--- src/rtl/tdm_map_pkg.sv ---
package tdm_map_pkg;
  localparam int SLOTS    = 32;
  localparam int BITS     = 8;
  localparam int CHANNELS = 32;
  localparam int CH_W     = $clog2(CHANNELS);
  localparam int SLOT_W   = $clog2(SLOTS);
  localparam int BIT_W    = $clog2(BITS);

  typedef struct packed {
    logic            en;
    logic [CH_W-1:0] ch;
    logic [BITS-1:0] mask;
  } map_entry_t;
endpackage

--- src/rtl/tdm_bit_sampler.sv ---
module tdm_bit_sampler #(
  parameter int STAGES = 2
) (
  input  logic clk_i,
  input  logic rst_ni,
  input  logic ser_clk_i,
  input  logic ser_dat_i,
  input  logic ser_fs_i,
  output logic samp_o,
  output logic dat_o,
  output logic fs_o
);
  localparam int MSB = STAGES - 1;

  logic [STAGES-1:0] clk_sync_q, dat_sync_q, fs_sync_q;
  logic              clk_prev_q;

  always_ff @(posedge clk_i or negedge rst_ni) begin
    if (!rst_ni) begin
      clk_sync_q <= '0;
      dat_sync_q <= '0;
      fs_sync_q  <= '0;
      clk_prev_q <= 1'b0;
      samp_o     <= 1'b0;
      dat_o      <= 1'b0;
      fs_o       <= 1'b0;
    end else begin
      clk_sync_q <= {clk_sync_q[STAGES-2:0], ser_clk_i};
      dat_sync_q <= {dat_sync_q[STAGES-2:0], ser_dat_i};
      fs_sync_q  <= {fs_sync_q[STAGES-2:0], ser_fs_i};
      clk_prev_q <= clk_sync_q[MSB];
      // data path has same depth as clock path, so it is aligned with the edge
      samp_o     <= clk_sync_q[MSB] & ~clk_prev_q;
      dat_o      <= dat_sync_q[MSB];
      fs_o       <= fs_sync_q[MSB];
    end
  end

  p_samp_single_r1: assert property (@(posedge clk_i) disable iff (!rst_ni)
    samp_o |=> !samp_o);

endmodule

--- src/rtl/tdm_frame_tracker.sv ---
module tdm_frame_tracker
  import tdm_map_pkg::*;
(
  input  logic              clk_i,
  input  logic              rst_ni,
  input  logic              samp_i,
  input  logic              dat_i,
  input  logic              fs_i,
  output logic              stb_o,
  output logic              dat_o,
  output logic              locked_o,
  output logic              frame_start_o,
  output logic              err_o,
  output logic [SLOT_W-1:0] slot_o,
  output logic [BIT_W-1:0]  bit_o
);
  localparam logic [SLOT_W-1:0] SLOT_LAST = SLOT_W'(SLOTS - 1);
  localparam logic [BIT_W-1:0]  BIT_LAST  = BIT_W'(BITS - 1);

  logic              fs_last_q;
  logic              fs_rise, at_wrap;
  logic [SLOT_W-1:0] slot_nx;
  logic [BIT_W-1:0]  bit_nx;

  always_comb begin
    at_wrap = (slot_o == SLOT_LAST) && (bit_o == BIT_LAST);
    fs_rise = samp_i & fs_i & ~fs_last_q;
    slot_nx = slot_o;
    bit_nx  = bit_o + BIT_W'(1);
    if (fs_rise || at_wrap) begin
      slot_nx = '0;
      bit_nx  = '0;
    end else if (bit_o == BIT_LAST) begin
      slot_nx = slot_o + SLOT_W'(1);
      bit_nx  = '0;
    end
  end

  always_ff @(posedge clk_i or negedge rst_ni) begin
    if (!rst_ni) begin
      slot_o        <= SLOT_LAST;   // first bit after reset lands on slot 0 bit 0
      bit_o         <= BIT_LAST;
      fs_last_q     <= 1'b0;
      stb_o         <= 1'b0;
      dat_o         <= 1'b0;
      locked_o      <= 1'b0;
      frame_start_o <= 1'b0;
      err_o         <= 1'b0;
    end else begin
      stb_o         <= samp_i;
      frame_start_o <= samp_i & (fs_rise | at_wrap);
      if (samp_i) begin
        slot_o    <= slot_nx;
        bit_o     <= bit_nx;
        dat_o     <= dat_i;
        fs_last_q <= fs_i;
      end
      if (fs_rise) locked_o <= 1'b1;
      if (fs_rise && locked_o && !at_wrap) err_o <= 1'b1;
    end
  end

  p_resync_r2: assert property (@(posedge clk_i) disable iff (!rst_ni)
    (samp_i && fs_i && !fs_last_q) |=> (slot_o == '0 && bit_o == '0));
  p_err_sticky_r8: assert property (@(posedge clk_i) disable iff (!rst_ni)
    err_o |=> err_o);
  p_lock_sticky_r9: assert property (@(posedge clk_i) disable iff (!rst_ni)
    locked_o |=> locked_o);
  p_count_hold_r11: assert property (@(posedge clk_i) disable iff (!rst_ni)
    !samp_i |=> ($stable(slot_o) && $stable(bit_o)));

endmodule

--- src/rtl/tdm_map_table.sv ---
module tdm_map_table
  import tdm_map_pkg::*;
(
  input  logic              clk_i,
  input  logic              rst_ni,
  input  logic              wr_en_i,
  input  logic [SLOT_W-1:0] wr_slot_i,
  input  map_entry_t        wr_entry_i,
  input  logic              commit_i,
  input  logic [SLOT_W-1:0] rd_slot_i,
  output map_entry_t        rd_entry_o
);
  map_entry_t shadow_q [SLOTS];
  map_entry_t active_q [SLOTS];

  for (genvar g = 0; g < SLOTS; g++) begin : g_slot
    always_ff @(posedge clk_i or negedge rst_ni) begin
      if (!rst_ni) begin
        shadow_q[g] <= '0;
        active_q[g] <= '0;
      end else begin
        if (wr_en_i && wr_slot_i == SLOT_W'(g)) shadow_q[g] <= wr_entry_i;
        // commit copies the pre-write shadow; a same-cycle write waits a frame
        if (commit_i) active_q[g] <= shadow_q[g];
      end
    end
  end

  // first bit of a frame reads the shadow directly, it becomes active this edge
  assign rd_entry_o = commit_i ? shadow_q[rd_slot_i] : active_q[rd_slot_i];

  p_active_hold_r7: assert property (@(posedge clk_i) disable iff (!rst_ni)
    !commit_i |=> $stable(active_q[0]));

endmodule

--- src/rtl/tdm_slot_mapper.sv ---
module tdm_slot_mapper
  import tdm_map_pkg::*;
#(
  parameter int SYNC_STAGES = 2
) (
  input  logic              clk_i,
  input  logic              rst_ni,
  input  logic              ser_clk_i,
  input  logic              ser_dat_i,
  input  logic              ser_fs_i,
  input  logic              map_we_i,
  input  logic [SLOT_W-1:0] map_slot_i,
  input  logic              map_en_i,
  input  logic [CH_W-1:0]   map_ch_i,
  input  logic [BITS-1:0]   map_mask_i,
  output logic              out_stb_o,
  output logic              out_vld_o,
  output logic [CH_W-1:0]   out_ch_o,
  output logic              out_dat_o,
  output logic              sync_err_o
);
  localparam logic [BIT_W-1:0] BIT_LAST = BIT_W'(BITS - 1);

  logic              samp_w, sdat_w, sfs_w;
  logic              stb_w, dat_w, locked_w, frame_start_w;
  logic [SLOT_W-1:0] slot_w;
  logic [BIT_W-1:0]  bit_w;
  logic [BIT_W-1:0]  mask_sel;
  map_entry_t        wr_entry, rd_entry;
  logic              hit;

  tdm_bit_sampler #(.STAGES(SYNC_STAGES)) u_sampler (
    .clk_i     (clk_i),
    .rst_ni    (rst_ni),
    .ser_clk_i (ser_clk_i),
    .ser_dat_i (ser_dat_i),
    .ser_fs_i  (ser_fs_i),
    .samp_o    (samp_w),
    .dat_o     (sdat_w),
    .fs_o      (sfs_w)
  );

  tdm_frame_tracker u_tracker (
    .clk_i         (clk_i),
    .rst_ni        (rst_ni),
    .samp_i        (samp_w),
    .dat_i         (sdat_w),
    .fs_i          (sfs_w),
    .stb_o         (stb_w),
    .dat_o         (dat_w),
    .locked_o      (locked_w),
    .frame_start_o (frame_start_w),
    .err_o         (sync_err_o),
    .slot_o        (slot_w),
    .bit_o         (bit_w)
  );

  assign wr_entry = '{en: map_en_i, ch: map_ch_i, mask: map_mask_i};

  tdm_map_table u_table (
    .clk_i      (clk_i),
    .rst_ni     (rst_ni),
    .wr_en_i    (map_we_i),
    .wr_slot_i  (map_slot_i),
    .wr_entry_i (wr_entry),
    .commit_i   (frame_start_w),
    .rd_slot_i  (slot_w),
    .rd_entry_o (rd_entry)
  );

  // MSB of the mask is the first bit on the line
  assign mask_sel = BIT_LAST - bit_w;
  assign hit      = stb_w & locked_w & rd_entry.en & rd_entry.mask[mask_sel];

  always_ff @(posedge clk_i or negedge rst_ni) begin
    if (!rst_ni) begin
      out_stb_o <= 1'b0;
      out_vld_o <= 1'b0;
      out_ch_o  <= '0;
      out_dat_o <= 1'b0;
    end else begin
      out_stb_o <= stb_w;
      out_vld_o <= hit;
      out_ch_o  <= hit ? rd_entry.ch : '0;
      if (stb_w) out_dat_o <= dat_w;
    end
  end

  p_vld_with_stb_r3: assert property (@(posedge clk_i) disable iff (!rst_ni)
    out_vld_o |-> out_stb_o);
  p_idle_ch_zero_r6: assert property (@(posedge clk_i) disable iff (!rst_ni)
    !out_vld_o |-> out_ch_o == '0);
  p_no_vld_unlocked_r9: assert property (@(posedge clk_i) disable iff (!rst_ni)
    out_vld_o |-> locked_w);

endmodule

--- config.mk ---
export PLATFORM = sky130hd
export DESIGN_NAME = tdm_slot_mapper
export DESIGN_NICKNAME = d
export VERILOG_FILES = /design/src/rtl/tdm_map_pkg.sv /design/src/rtl/tdm_bit_sampler.sv /design/src/rtl/tdm_frame_tracker.sv /design/src/rtl/tdm_map_table.sv /design/src/rtl/tdm_slot_mapper.sv
export SDC_FILE = /design/constraint.sdc
export NUM_CORES = 1
export LEC_CHECK = 0
export BUFFER_PORTS_ARGS = -buffer_cell sky130_fd_sc_hd__buf_4
export CAP_MARGIN = 15
export CORE_UTILIZATION = 28
export CTS_CLUSTER_SIZE = 8
export DETAILED_ROUTE_END_ITERATION = 8
export GPL_TIMING_DRIVEN = 0
export SLEW_MARGIN = 20
export SYNTH_ARGS = -nofsm -noshare
export SYNTH_HDL_FRONTEND = slang
export SYNTH_HIERARCHICAL = 1
export SYNTH_SLANG_ARGS = --single-unit
--- constraint.sdc ---
create_clock -name clk_i -period 3.01 [get_ports clk_i]
set_input_delay 0.4515 -clock clk_i [delete_from_list [all_inputs] [get_ports clk_i]]
set_output_delay 0.4515 -clock clk_i [all_outputs]
set_load 0.005 [all_outputs]
==> results of run 1 <==
-- Yosys cell counts (2+ instances only) --
library cell,n
a2111oi_0,3
a211oi_1,2
a21o_1,2
a21oi_1,27
a31oi_1,13
buf_1,6
buf_2,56
buf_4,21
buf_6,11
clkbuf_1,119
dfrtp_1,920
dfstp_2,8
ha_1,4
inv_1,12
mux2_2,917
mux2i_1,19
mux4_2,222
nand2_1,37
nand2b_1,25
nand3_1,18
nand4_1,3
nor2_1,16
nor2b_1,10
nor3_1,7
nor3_2,2
nor4_1,5
o21ai_0,15
o221ai_1,39
o22a_1,13
o22ai_1,30
-- kinds of logic after synthesis --
kind of cell,Yosys count
AND/OR/NAND/NOR,140
adder cells (fa/ha/maj),4
AO/OA/AOI/OAI,155
multiplexers,1158
buffers and inverters,225
flip-flops,928
-- sequential cells by signal (all words and copies together) (netlist names), 2 cells and up --
register and count:
u_table/active_q 448, u_table/shadow_q 448, u_tracker/bit_o 3, u_tracker/slot_o 5
u_sampler/fs_sync_q 2, u_sampler/dat_sync_q 2, out_ch_o 5, u_sampler/clk_sync_q 2
-- final timing paths --
kind / slack, ps / from / endpoint / depth (start not counted)
setup / recovery: -170 / u_tracker/slot_o[2]$_DFFE_PN1P_ / out_ch_o[0]$_DFF_PN0_ / 11
hold / removal: 40 / map_mask_i[3] / u_table/shadow_q[17]$_DFFE_PN0P_ / 2
setup reg to reg: -170 / u_tracker/slot_o[2]$_DFFE_PN1P_ / out_ch_o[0]$_DFF_PN0_ / 11
hold reg to reg: 340 / u_sampler/dat_sync_q[1]$_DFF_PN0_ / u_sampler/dat_o$_DFF_PN0_ / 0
max in group asynchronous: 1060 / rst_ni / u_table/active_q[358]$_DFFE_PN0P_ / 4
min in group asynchronous: 280 / rst_ni / u_table/shadow_q[83]$_DFFE_PN0P_ / 2
-- worst register-to-register path: cells and delay by family (launching register included) --
family	cells	cell delay [ps]
buffers and inverters	4	900
AND/OR/NAND/NOR	2	690
AO/OA/AOI/OAI	4	690
flip-flops	1	610
multiplexers	1	140
-- cell type report --
class / instances / area [um^2] / share of cell area (%)
buffer: 210 / 1685 / 3.398
sequential: 928 / 23230 / 46.84
clock inverter: 8 / 111.4 / 0.2245
tap: 1930 / 2415 / 4.869
clock buffer: 150 / 3520 / 7.096
timing repair buffer: 71 / 810.8 / 1.635
inverter: 12 / 45.04 / 0.09081
multi-input combinational: 1457 / 17780 / 35.85
-- metrics by stage --
stage / setup WS (ps) / area (um^2) / cells / power [mW] / hold WS, ps
2_1_floorplan: 264.4 / 41740 / 2610 / 22.75 / 155.9
3_3_place_gp: -9676 / 44400 / 4573 / 25.53 / 333.8
3_5_place_dp: -1795 / 44630 / 4580 / 25.81 / 337.1
4_1_cts: -69.03 / 49540 / 4765 / 40.17 / 0.6349
5_1_grt: -162.0 / 49600 / 4766 / 41.75 / 29.36
6_report: -168.4 / 49600 / 4766 / 40.05 / 37.82
-- power breakdown --
part           total (mW)  internal (mW)  leakage, nW  switching [mW]
logic                8.92           5.03         7.34            3.89
registers            17.6           15.6         12.0            1.99
clock network        13.5           8.15         1.78            5.37
total                40.1           28.8         21.1            11.3
-- layer usage --
| metal | track usage, % | part of all wire (%) | up-vias | wire (um) |
|---|---|---|---|---|
| li1 | - | - | 10232 | - |
| met2 | 26.26 | 47 | 816 | 59300 |
| met4 | 5.426 | 2.6 | 2 | 3265 |
| met5 | 0 | 0.0055 | - | 7 |
| met1 | 23.79 | 44 | 13683 | 55950 |
| met3 | 3.112 | 6.4 | 215 | 8053 |
-- timing repair --
action                                  in CTS  in global routing
pin swaps                                   11                  2
hold buffers                                 4                  0
endpoints found under the setup margin       6                  6
setup buffers                               24                  1
endpoints found under the hold margin       81                  0
resized for setup                          246                  9
cloned                                       2                  0
==> key figures, run 1 <==
Floorplan
  • Chip Width: 388.1 um
  • Initial Util: 28.23%
  • Die area: 0.1506 mm^2
  • Row Count: 141
  • Core Region: 0.1478 mm^2
  • Die height: 388.1 um
  • IO Pins: 34

Detailed routing
  • Via count: 24.95k
  • Vias/cell: 5.235
  • First drt pass iteration count: 5
  • Initial drt markers: 2013
  • Post-route ant nets: 0
  • WL/cell: 26.56 um
  • Routed wire length: 126600 um
  • DR DRC count: 0

Critical path
  • Worst-path maximum fanout: 10
  • Crit path buf inv count: 4
  • CP Cell Sequence: buf_12, buf_8, buf_12, clkbuf_8, o221ai_1, o21ai_1, nand3_1, o221ai_2, mux2i_1, a22o_4, nor4_4
  • Max incr delay on CP: 610 ps
  • Critical path's most frequent cell: buf_12
  • Required time of the critical path: 3550 ps
  • Crit end category: register
  • Critical Path AT: 3720 ps
  • Top delay family on crit path: buffers and inverters
  • Crit start category: register
  • WS Path Type: register to register
  • Crit-path slowest cell: dfstp_2

Final layout
  • Commonest non-fill, non-tap cell in the layout: dfrtp_1
  • Share of layout cells above drive strength 1: 53.91%
  • Core Util, Final: 33.55%
  • Most frequent cells in the layout: dfrtp_1 (920), mux2_2 (914), mux4_2 (222)
  • Area growth from synthesis to layout: 18.83%
  • Fillers: 14.25k
  • # diodes: 0
  • Post-layout net count: 2842

STA
  • Period Utilization, post-route: 105.6%
  • Slew Viols, Final: 0
  • Final worst path period need: 3178 ps
  • Worst-Margin Slew: 1077 ps
  • Final TNS setup: -643.8 ps
  • Final worst setup slack: -168.4 ps
  • Setup violations, final: 6
  • Max_slew headroom: 28.17%
  • Clk_skew: 27.20 ps
  • RSZ-0062 raised after global routing: true
  • Hold Fails Final Rpt: 0
  • Fmax: 314.6 MHz

Synthesis
  • Post-Syn Area per Cell: 15.99 um^2
  • Mux share of post-synthesis cell area: 37.17%
  • Mapped cell area: 0.04174 mm^2
  • Compound-Gate Fraction of Synth Area: 2.614%
  • Post-synth EDFFs: 0
  • Synth area leaders: dfrtp_1 (55%), mux2_2 (25%), mux4_2 (12%)
  • Post-synth ARST share: 100.0%
  • Seq cells post-synth: 928
  • Main combinational cell family by area after synthesis: multiplexers
  • Synth Area in Simple Gates: 1.853%
  • Area leader, netlist: dfrtp_1
  • Seq/Total Area, Yosys: 55.66%
  • Post-Synth Adder-Cell Area: 0.1199%
  • Mapped Nets: 2639
  • Post-Syn Instances: 2610
  • Synth top area share: 55.16%
  • Yosys Warn Count: 6
  • Cell variety after synth: 58
  • Post-synthesis xor/xnor area fraction: 0%
  • Most common flop cell mapped by yosys: dfrtp_1

Place
  • I/O Buffers: 33
  • Hpwl dp: 88920 um
  • Routability cong.: 0.9011

Clock network
  • CTS tree: yes
  • H-tree Lvls: 4
  • Total CTS buffers: 133
  • Maximum clock path buffer count: 3
  • Total clock sinks: 928
  • Skew-Pair Late Insertion Delay: 740 ps
  • Clock Pin Slew Worst Setup and Hold Paths: 50 ps
  • CTS root buf: clkbuf_16

Global routing
  • Largest net degree at the start of global routing: 140
  • First-pass GRT wire length: 187000 um
  • Initial antenna violation count: 6
  • Vias in the first global route: 26.25k
  • All-Layer GR Usage: 16.91%
  • Final global-route overflow total: 0

Power
  • Power Dens Cells: 807.5 mW/mm^2
  • Pleak: 21.08 nW
  • VDD IR max: 0.4471 mV

Hold path
  • Hold Crit Class: primary input to register

Status
  • Violated checks: setup timing
  • Status: complete, but fails checks

Flow run
  • Max_cap viols: 0
No activity file was read; power rests on OpenSTA's default activity.
==> run 2: changes to the inputs <==
==> constraint.sdc (replaced) <==
create_clock -name clk_i -period 3.9 [get_ports clk_i]
set_input_delay 0.585 -clock clk_i [delete_from_list [all_inputs] [get_ports clk_i]]
set_output_delay 0.585 -clock clk_i [all_outputs]
set_load 0.005 [all_outputs]
==> run 2 against run 1 <==
Net effect:
- the run now ends clean
- sequential cell count is the same
- first-iteration DRC count grew 4.1%
- routed wire length shrank 0.77%
- combinational power shrank 28%
- sequential power shrank 23%
- largest cell class unchanged
==> key figures, run 2 (synthesis gave the netlist of run 1 again) <==
Critical path
  • WS Path Type: register to register (unchanged)
  • CP Cell Sequence: nand2b_1, buf_1, clkbuf_1, o22ai_1, o21ai_0, nand3_1, o221ai_1, mux2_2, o21ai_4, buf_12, nor4_4 (was buf_12, buf_8, buf_12, clkbuf_8, o221ai_1, o21ai_1, nand3_1, o221ai_2, mux2i_1, a22o_4, nor4_4)
  • Crit-path slowest cell: clkbuf_1 (was dfstp_2)
  • Max incr delay on CP: 620 ps (was 610 ps)
  • Required time of the critical path: 4440 ps (was 3550 ps)
  • Top delay family on crit path: buffers and inverters (unchanged)
  • Crit end category: register (unchanged)
  • Crit start category: register (unchanged)
  • Worst-path maximum fanout: 10 (unchanged)
  • Crit path buf inv count: 3 (was 4)
  • Critical Path AT: 4370 ps (was 3720 ps)

Detailed routing
  • DR DRC count: 0 (unchanged)
  • Via count: 24.66k (was 24.95k)
  • WL/cell: 26.49 um (was 26.56 um)
  • DR WL met2: 58650 um (was 59300 um)
  • First drt pass iteration count: 5 (unchanged)
  • Routed wl met3: 7425 um (was 8053 um)
  • Initial drt markers: 2095 (was 2013)
  • Vias/cell: 5.199 (was 5.235)
  • Wl on met1: 56240 um (was 55950 um)
  • Max layer used: met5 (unchanged)
  • Post-route ant nets: 0 (unchanged)
  • Routed wire length: 125600 um (was 126600 um)

Power
  • Pleak: 20.72 nW (was 21.08 nW)
  • Power Dens Cells: 627.6 mW/mm^2 (was 807.5 mW/mm^2)
  • Total power: 30.44 mW (was 40.05 mW)
  • VDD IR max: 0.3388 mV (was 0.4471 mV)

Final layout
  • Fillers: 14.38k (was 14.25k)
  • Share of layout cells above drive strength 1: 51.96% (was 53.91%)
  • Multi-input gate area: 0.01757 mm^2 (was 0.01778 mm^2)
  • Post-layout net count: 2818 (was 2842)
  • # diodes: 0 (unchanged)
  • Top flop regs: u_table/active_q x448, u_table/shadow_q x448 (unchanged)
  • Commonest non-fill, non-tap cell in the layout: dfrtp_1 (unchanged)
  • Most frequent cells in the layout: dfrtp_1 (920), mux2_2 (917), mux4_2 (222) (was dfrtp_1 (920), mux2_2 (914), mux4_2 (222))
  • Area growth from synthesis to layout: 16.21% (was 18.83%)
  • Layout Cells excl Fill: 4742 (was 4766)
  • Sequential Area: 0.02323 mm^2 (unchanged)

Place
  • Dpl cells: 4580 (unchanged)
  • I/O Buffers: 33 (unchanged)
  • Pre-CTS WS: -904.9 ps (was -1795 ps)
  • Routability cong.: 0.9011 (unchanged)
  • Hpwl dp: 88920 um (unchanged)

STA
  • Slew Viols, Final: 0 (unchanged)
  • RSZ-0062 raised after global routing: false (was true)
  • Max_slew headroom: 27.29% (was 28.17%)
  • Period Utilization, post-route: 98.26% (was 105.6%)
  • Hold Fails Final Rpt: 0 (unchanged)
  • Final worst setup slack: 67.72 ps (was -168.4 ps)
  • Final TNS setup: 0 ps (was -643.8 ps)
  • Worst-Margin Slew: 1091 ps (was 1077 ps)
  • Fmax: 260.9 MHz (was 314.6 MHz)
  • Final worst path period need: 3832 ps (was 3178 ps)
  • Setup violations, final: 0 (was 6)
  • Clk_skew: 31.36 ps (was 27.20 ps)

Clock network
  • Skew-Pair Late Insertion Delay: 730 ps (was 740 ps)
  • Total clock sinks: 928 (unchanged)
  • Maximum clock path buffer count: 3 (unchanged)
  • Total CTS buffers: 133 (unchanged)
  • CTS tree: yes (unchanged)
  • CTS root buf: clkbuf_16 (unchanged)
  • H-tree Lvls: 4 (unchanged)
  • Clock Pin Slew Worst Setup and Hold Paths: 50 ps (about the same)

Flow run
  • Max_cap viols: 0 (unchanged)

Global routing
  • Initial antenna violation count: 8 (was 6)
  • Largest net degree at the start of global routing: 140 (unchanged)
  • All-Layer GR Usage: 16.79% (was 16.91%)
  • Vias in the first global route: 26.10k (was 26.25k)
  • First-pass GRT wire length: 185700 um (was 187000 um)
  • Final global-route overflow total: 0 (unchanged)

Floorplan
  • Core Region: 0.1478 mm^2 (unchanged)
  • Die area: 0.1506 mm^2 (unchanged)
  • Initial Util: 28.23% (unchanged)
  • Die height: 388.1 um (unchanged)
  • IO Pins: 34 (unchanged)
  • Row Count: 141 (unchanged)
  • Chip Width: 388.1 um (unchanged)

Hold path
  • Hold Crit Class: primary input to register (unchanged)

Status
  • Status: finished clean (was complete, but fails checks)
## run 2: cell types whose count changed in the layout (fill, tap and decap cells not counted), moves of 8 or more
cell / delta
o221ai_1: +9
buf_8: -10
buf_2: +20
o221ai_2: -9
clkbuf_1: +8
buf_12: -24
clkbuf_8: -9
## run 2: layer usage
metal | track usage (%) | vias up
met5 | 0 | -
met4 | 5.181 | 2
met3 | 3.211 | 209
met2 | 26.19 | 754
met1 | 23.52 | 13527
li1 | - | 10164
## run 2: power by group
group | internal [mW] | switching [mW]
combinational | 3.55 | 2.87
sequential | 12.1 | 1.53
clock | 6.29 | 4.14
## run 2: final cells by class
type                       count  share of cell area [%]
multi-input combinational   1457                   36.22
clock buffer                 150                   7.256
sequential                   928                   47.90
buffer                       212                   2.252
tap                         1930                   4.979
inverter                      12                 0.09286
timing repair buffer          45                   1.073
clock inverter                 8                  0.2296
## run 2: worst paths after layout
kind | from | end | slack [ps] | cells past startpoint
min reg2reg | u_sampler/dat_sync_q[1]$_DFF_PN0_ | u_sampler/dat_o$_DFF_PN0_ | 340 | 0
min in group asynchronous | rst_ni | u_table/shadow_q[83]$_DFFE_PN0P_ | 420 | 2
min | map_mask_i[2] | u_table/shadow_q[16]$_DFFE_PN0P_ | 180 | 2
max reg2reg | u_tracker/slot_o[3]$_DFFE_PN1P_ | out_ch_o[0]$_DFF_PN0_ | 70 | 11
max | u_tracker/slot_o[3]$_DFFE_PN1P_ | out_ch_o[0]$_DFF_PN0_ | 70 | 11
max in group asynchronous | rst_ni | u_table/active_q[358]$_DFFE_PN0P_ | 1830 | 4
## run 2: repair_timing
| item | in CTS | in global routing |
|---|---|---|
| hold buffers | 4 | 0 |
| setup buffers | 1 | 0 |
| resized for setup | 37 | 13 |
| pin swaps | 2 | 1 |
| endpoints found under the hold margin | 81 | 0 |
| cloned | 0 | 0 |
| setup endpoints to repair | 6 | 6 |
## run 2: through the flow
stage	instance area (um^2)	hold slack, ps	util (%)
after floorplan	41740	289.4	-
after global placement	44400	333.8	30.03
after detailed placement	44630	337.1	30.19
after CTS	48460	134.1	32.78
after global routing	48500	164.4	32.81
final	48500	175.2	32.81
==> run 3: changes to the inputs <==
--- a/config.mk
+++ b/config.mk
@@ -7,6 +7,7 @@
 export LEC_CHECK = 0
 export BUFFER_PORTS_ARGS = -buffer_cell sky130_fd_sc_hd__buf_4
 export CAP_MARGIN = 15
+export CORE_ASPECT_RATIO = 1.4
 export CORE_UTILIZATION = 28
 export CTS_CLUSTER_SIZE = 8
 export DETAILED_ROUTE_END_ITERATION = 8
==> run 3 against run 2 <==
Net effect:
- the flow now finishes with violations (DRC, setup timing)
- sequential share of layout area is 0.072 points higher
- utilization decreased by 0.071 points
- register-to-register slack worse by 170 ps
- power down 0.82%
- cell count rose by 0.25%
- clock power is essentially flat
- global-route usage down 0.12 points
- maximum frequency down 4.2%
- non-clock buffer count is 1 lower
- worst setup slack worse by 170 ps
- design area decreased by 0.15%
- critical endpoint is now out_ch_o[2]$_DFF_PN0_
- largest cell class unchanged
- highest routed layer is now met4
==> key figures, run 3 (synthesis gave the netlist of run 1 again) <==
Final layout
  • Core Util, Final: 32.74% (was 32.81%)
  • Area growth from synthesis to layout: 16.03% (was 16.21%)
  • Final non-filler cell area: 0.04843 mm^2 (was 0.04850 mm^2)
  • Commonest non-fill, non-tap cell in the layout: dfrtp_1 (unchanged)
  • Most frequent cells in the layout: dfrtp_1 (920), mux2_2 (917), mux4_2 (222) (unchanged)
  • Share of layout cells above drive strength 1: 51.90% (was 51.96%)
  • Top flop regs: u_table/active_q x448, u_table/shadow_q x448 (unchanged)
  • Layout Cells excl Fill: 4754 (was 4742)
  • Post-layout net count: 2817 (was 2818)

Floorplan
  • Die height: 458.8 um (was 388.1 um)
  • IO Pins: 34 (unchanged)
  • Initial Util: 28.21% (was 28.23%)
  • Row Count: 167 (was 141)
  • Die area: 0.1506 mm^2 (about the same)
  • Chip Width: 328.3 um (was 388.1 um)
  • Core Region: 0.1479 mm^2 (was 0.1478 mm^2)

Power
  • Total power: 30.19 mW (was 30.44 mW)
  • Power Dens Cells: 623.4 mW/mm^2 (was 627.6 mW/mm^2)
  • VDD IR max: 0.4094 mV (was 0.3388 mV)
  • Pleak: 20.69 nW (was 20.72 nW)

Clock network
  • Clock Pin Slew Worst Setup and Hold Paths: 50 ps (about the same)
  • Maximum clock path buffer count: 3 (unchanged)
  • Total CTS buffers: 133 (unchanged)
  • H-tree Lvls: 4 (unchanged)
  • CTS tree: yes (unchanged)
  • CTS root buf: clkbuf_16 (unchanged)
  • Skew-Pair Late Insertion Delay: 730 ps (about the same)
  • Total clock sinks: 928 (unchanged)

Critical path
  • Critical Path AT: 4570 ps (was 4370 ps)
  • Top delay family on crit path: buffers and inverters (unchanged)
  • Crit end category: register (unchanged)
  • Max incr delay on CP: 740 ps (was 620 ps)
  • Crit path buf inv count: 3 (unchanged)
  • Critical path's most frequent cell: buf_1
  • Crit-path slowest cell: buf_1 (was clkbuf_1)
  • CP Cell Sequence: nand2b_1, buf_1, buf_1, o221ai_1, o21ai_0, nand3_1, o221ai_2, mux2_2, o21ai_4, buf_12, nor4_4 (was nand2b_1, buf_1, clkbuf_1, o22ai_1, o21ai_0, nand3_1, o221ai_1, mux2_2, o21ai_4, buf_12, nor4_4)
  • Required time of the critical path: 4470 ps (was 4440 ps)
  • Crit start category: register (unchanged)
  • Worst-path maximum fanout: 10 (unchanged)
  • WS Path Type: register to register (unchanged)

STA
  • Hold Fails Final Rpt: 0 (unchanged)
  • Fmax: 249.9 MHz (was 260.9 MHz)
  • Clk_skew: 23.45 ps (was 31.36 ps)
  • Hold_ws: 141.3 ps (was 175.2 ps)
  • Max_slew headroom: 32.18% (was 27.29%)
  • Final TNS setup: -325.9 ps (was 0 ps)
  • Setup violations, final: 6 (was 0)
  • Slew Viols, Final: 0 (unchanged)
  • Worst-Margin Slew: 1017 ps (was 1091 ps)
  • Period Utilization, post-route: 102.6% (was 98.26%)
  • Final worst setup slack: -101.4 ps (was 67.72 ps)
  • Final worst path period need: 4001 ps (was 3832 ps)

Detailed routing
  • WL/cell: 25.94 um (was 26.49 um)
  • Via count: 24.08k (was 24.66k)
  • Initial drt markers: 1641 (was 2095)
  • Routed wire length: 123300 um (was 125600 um)
  • DR DRC count: 4 (was 0)
  • First drt pass iteration count: 7 (was 5)
  • Post-route ant nets: 0 (unchanged)
  • Vias/cell: 5.065 (was 5.199)

Global routing
  • Initial antenna violation count: 1 (was 8)
  • Largest net degree at the start of global routing: 141 (was 140)
  • Final global-route overflow total: 0 (unchanged)
  • First-pass GRT wire length: 182600 um (was 185700 um)
  • All-Layer GR Usage: 16.66% (was 16.79%)
  • Vias in the first global route: 26.56k (was 26.10k)

Status
  • Status: complete, but fails checks (was finished clean)
  • Violated checks: DRC, setup timing

Place
  • Pre-CTS WS: -960.6 ps (was -904.9 ps)
  • Dpl cells: 4593 (was 4580)
  • Routability cong.: 0.9919 (was 0.9011)
  • Area after DPL: 0.04463 mm^2 (unchanged)
  • Hpwl dp: 92920 um (was 88920 um)
  • I/O Buffers: 33 (unchanged)

Flow run
  • Max_cap viols: 0 (unchanged)

Hold path
  • Hold Crit Class: primary input to register (unchanged)
[run 3: cell count changes in the layout (fill, tap and decap cells not counted), sizes merged]
cell and delta:
clkbuf -3, inv +1, diode +2, clkdlybuf4s15 -1
[run 3: final cells by class]
cell class	instances	area [um^2]
clock inverters	9	120.1
fillers	14535	99510
inverters	12	45.04
plain buffers	211	1072
multi-input cells	1457	17540
diodes	2	5.005
clock buffers	147	3466
repair buffers	45	520.5
well taps	1943	2431
flip-flops and latches	928	23230
[run 3: worst paths after layout]
check | from | to | slack [ps] | cells past startpoint
worst max register to register | u_tracker/slot_o[4]$_DFFE_PN1P_ | out_ch_o[2]$_DFF_PN0_ | -100 | 11
worst min-delay path | map_mask_i[6] | u_table/shadow_q[20]$_DFFE_PN0P_ | 140 | 2
max in group asynchronous | rst_ni | u_table/shadow_q[386]$_DFFE_PN0P_ | 1120 | 5
worst max-delay path | u_tracker/slot_o[4]$_DFFE_PN1P_ | out_ch_o[2]$_DFF_PN0_ | -100 | 11
min in group asynchronous | rst_ni | u_table/shadow_q[124]$_DFFE_PN0P_ | 450 | 2
worst min register to register | u_sampler/dat_sync_q[1]$_DFF_PN0_ | u_sampler/dat_o$_DFF_PN0_ | 350 | 0
[run 3: where the power goes]
group | total [mW] | switching, mW | leakage [nW] | internal (mW)
combinational | 6.27 | 2.73 | 6.96 | 3.54
clock | 10.4 | 4.16 | 1.76 | 6.20
sequential | 13.6 | 1.51 | 12.0 | 12.1
[run 3: routing by layer]
metal	vias to the layer above	part of all wire (%)	GRT usage, %
met5	-	0	0
met2	561	54	30.76
met4	0	4.8	7.750
li1	10161	-	-
met1	13065	37	18.48
met3	293	3.6	2.679
[run 3: timing repair]
item                                    4_1_cts  5_1_grt
endpoints found under the setup margin        6        6
gates resized for setup                      28       24
hold buffers                                  4        0
cloned                                        0        0
buffers inserted                              1        0
pin swaps                                     1        2
endpoints found under the hold margin        95        0
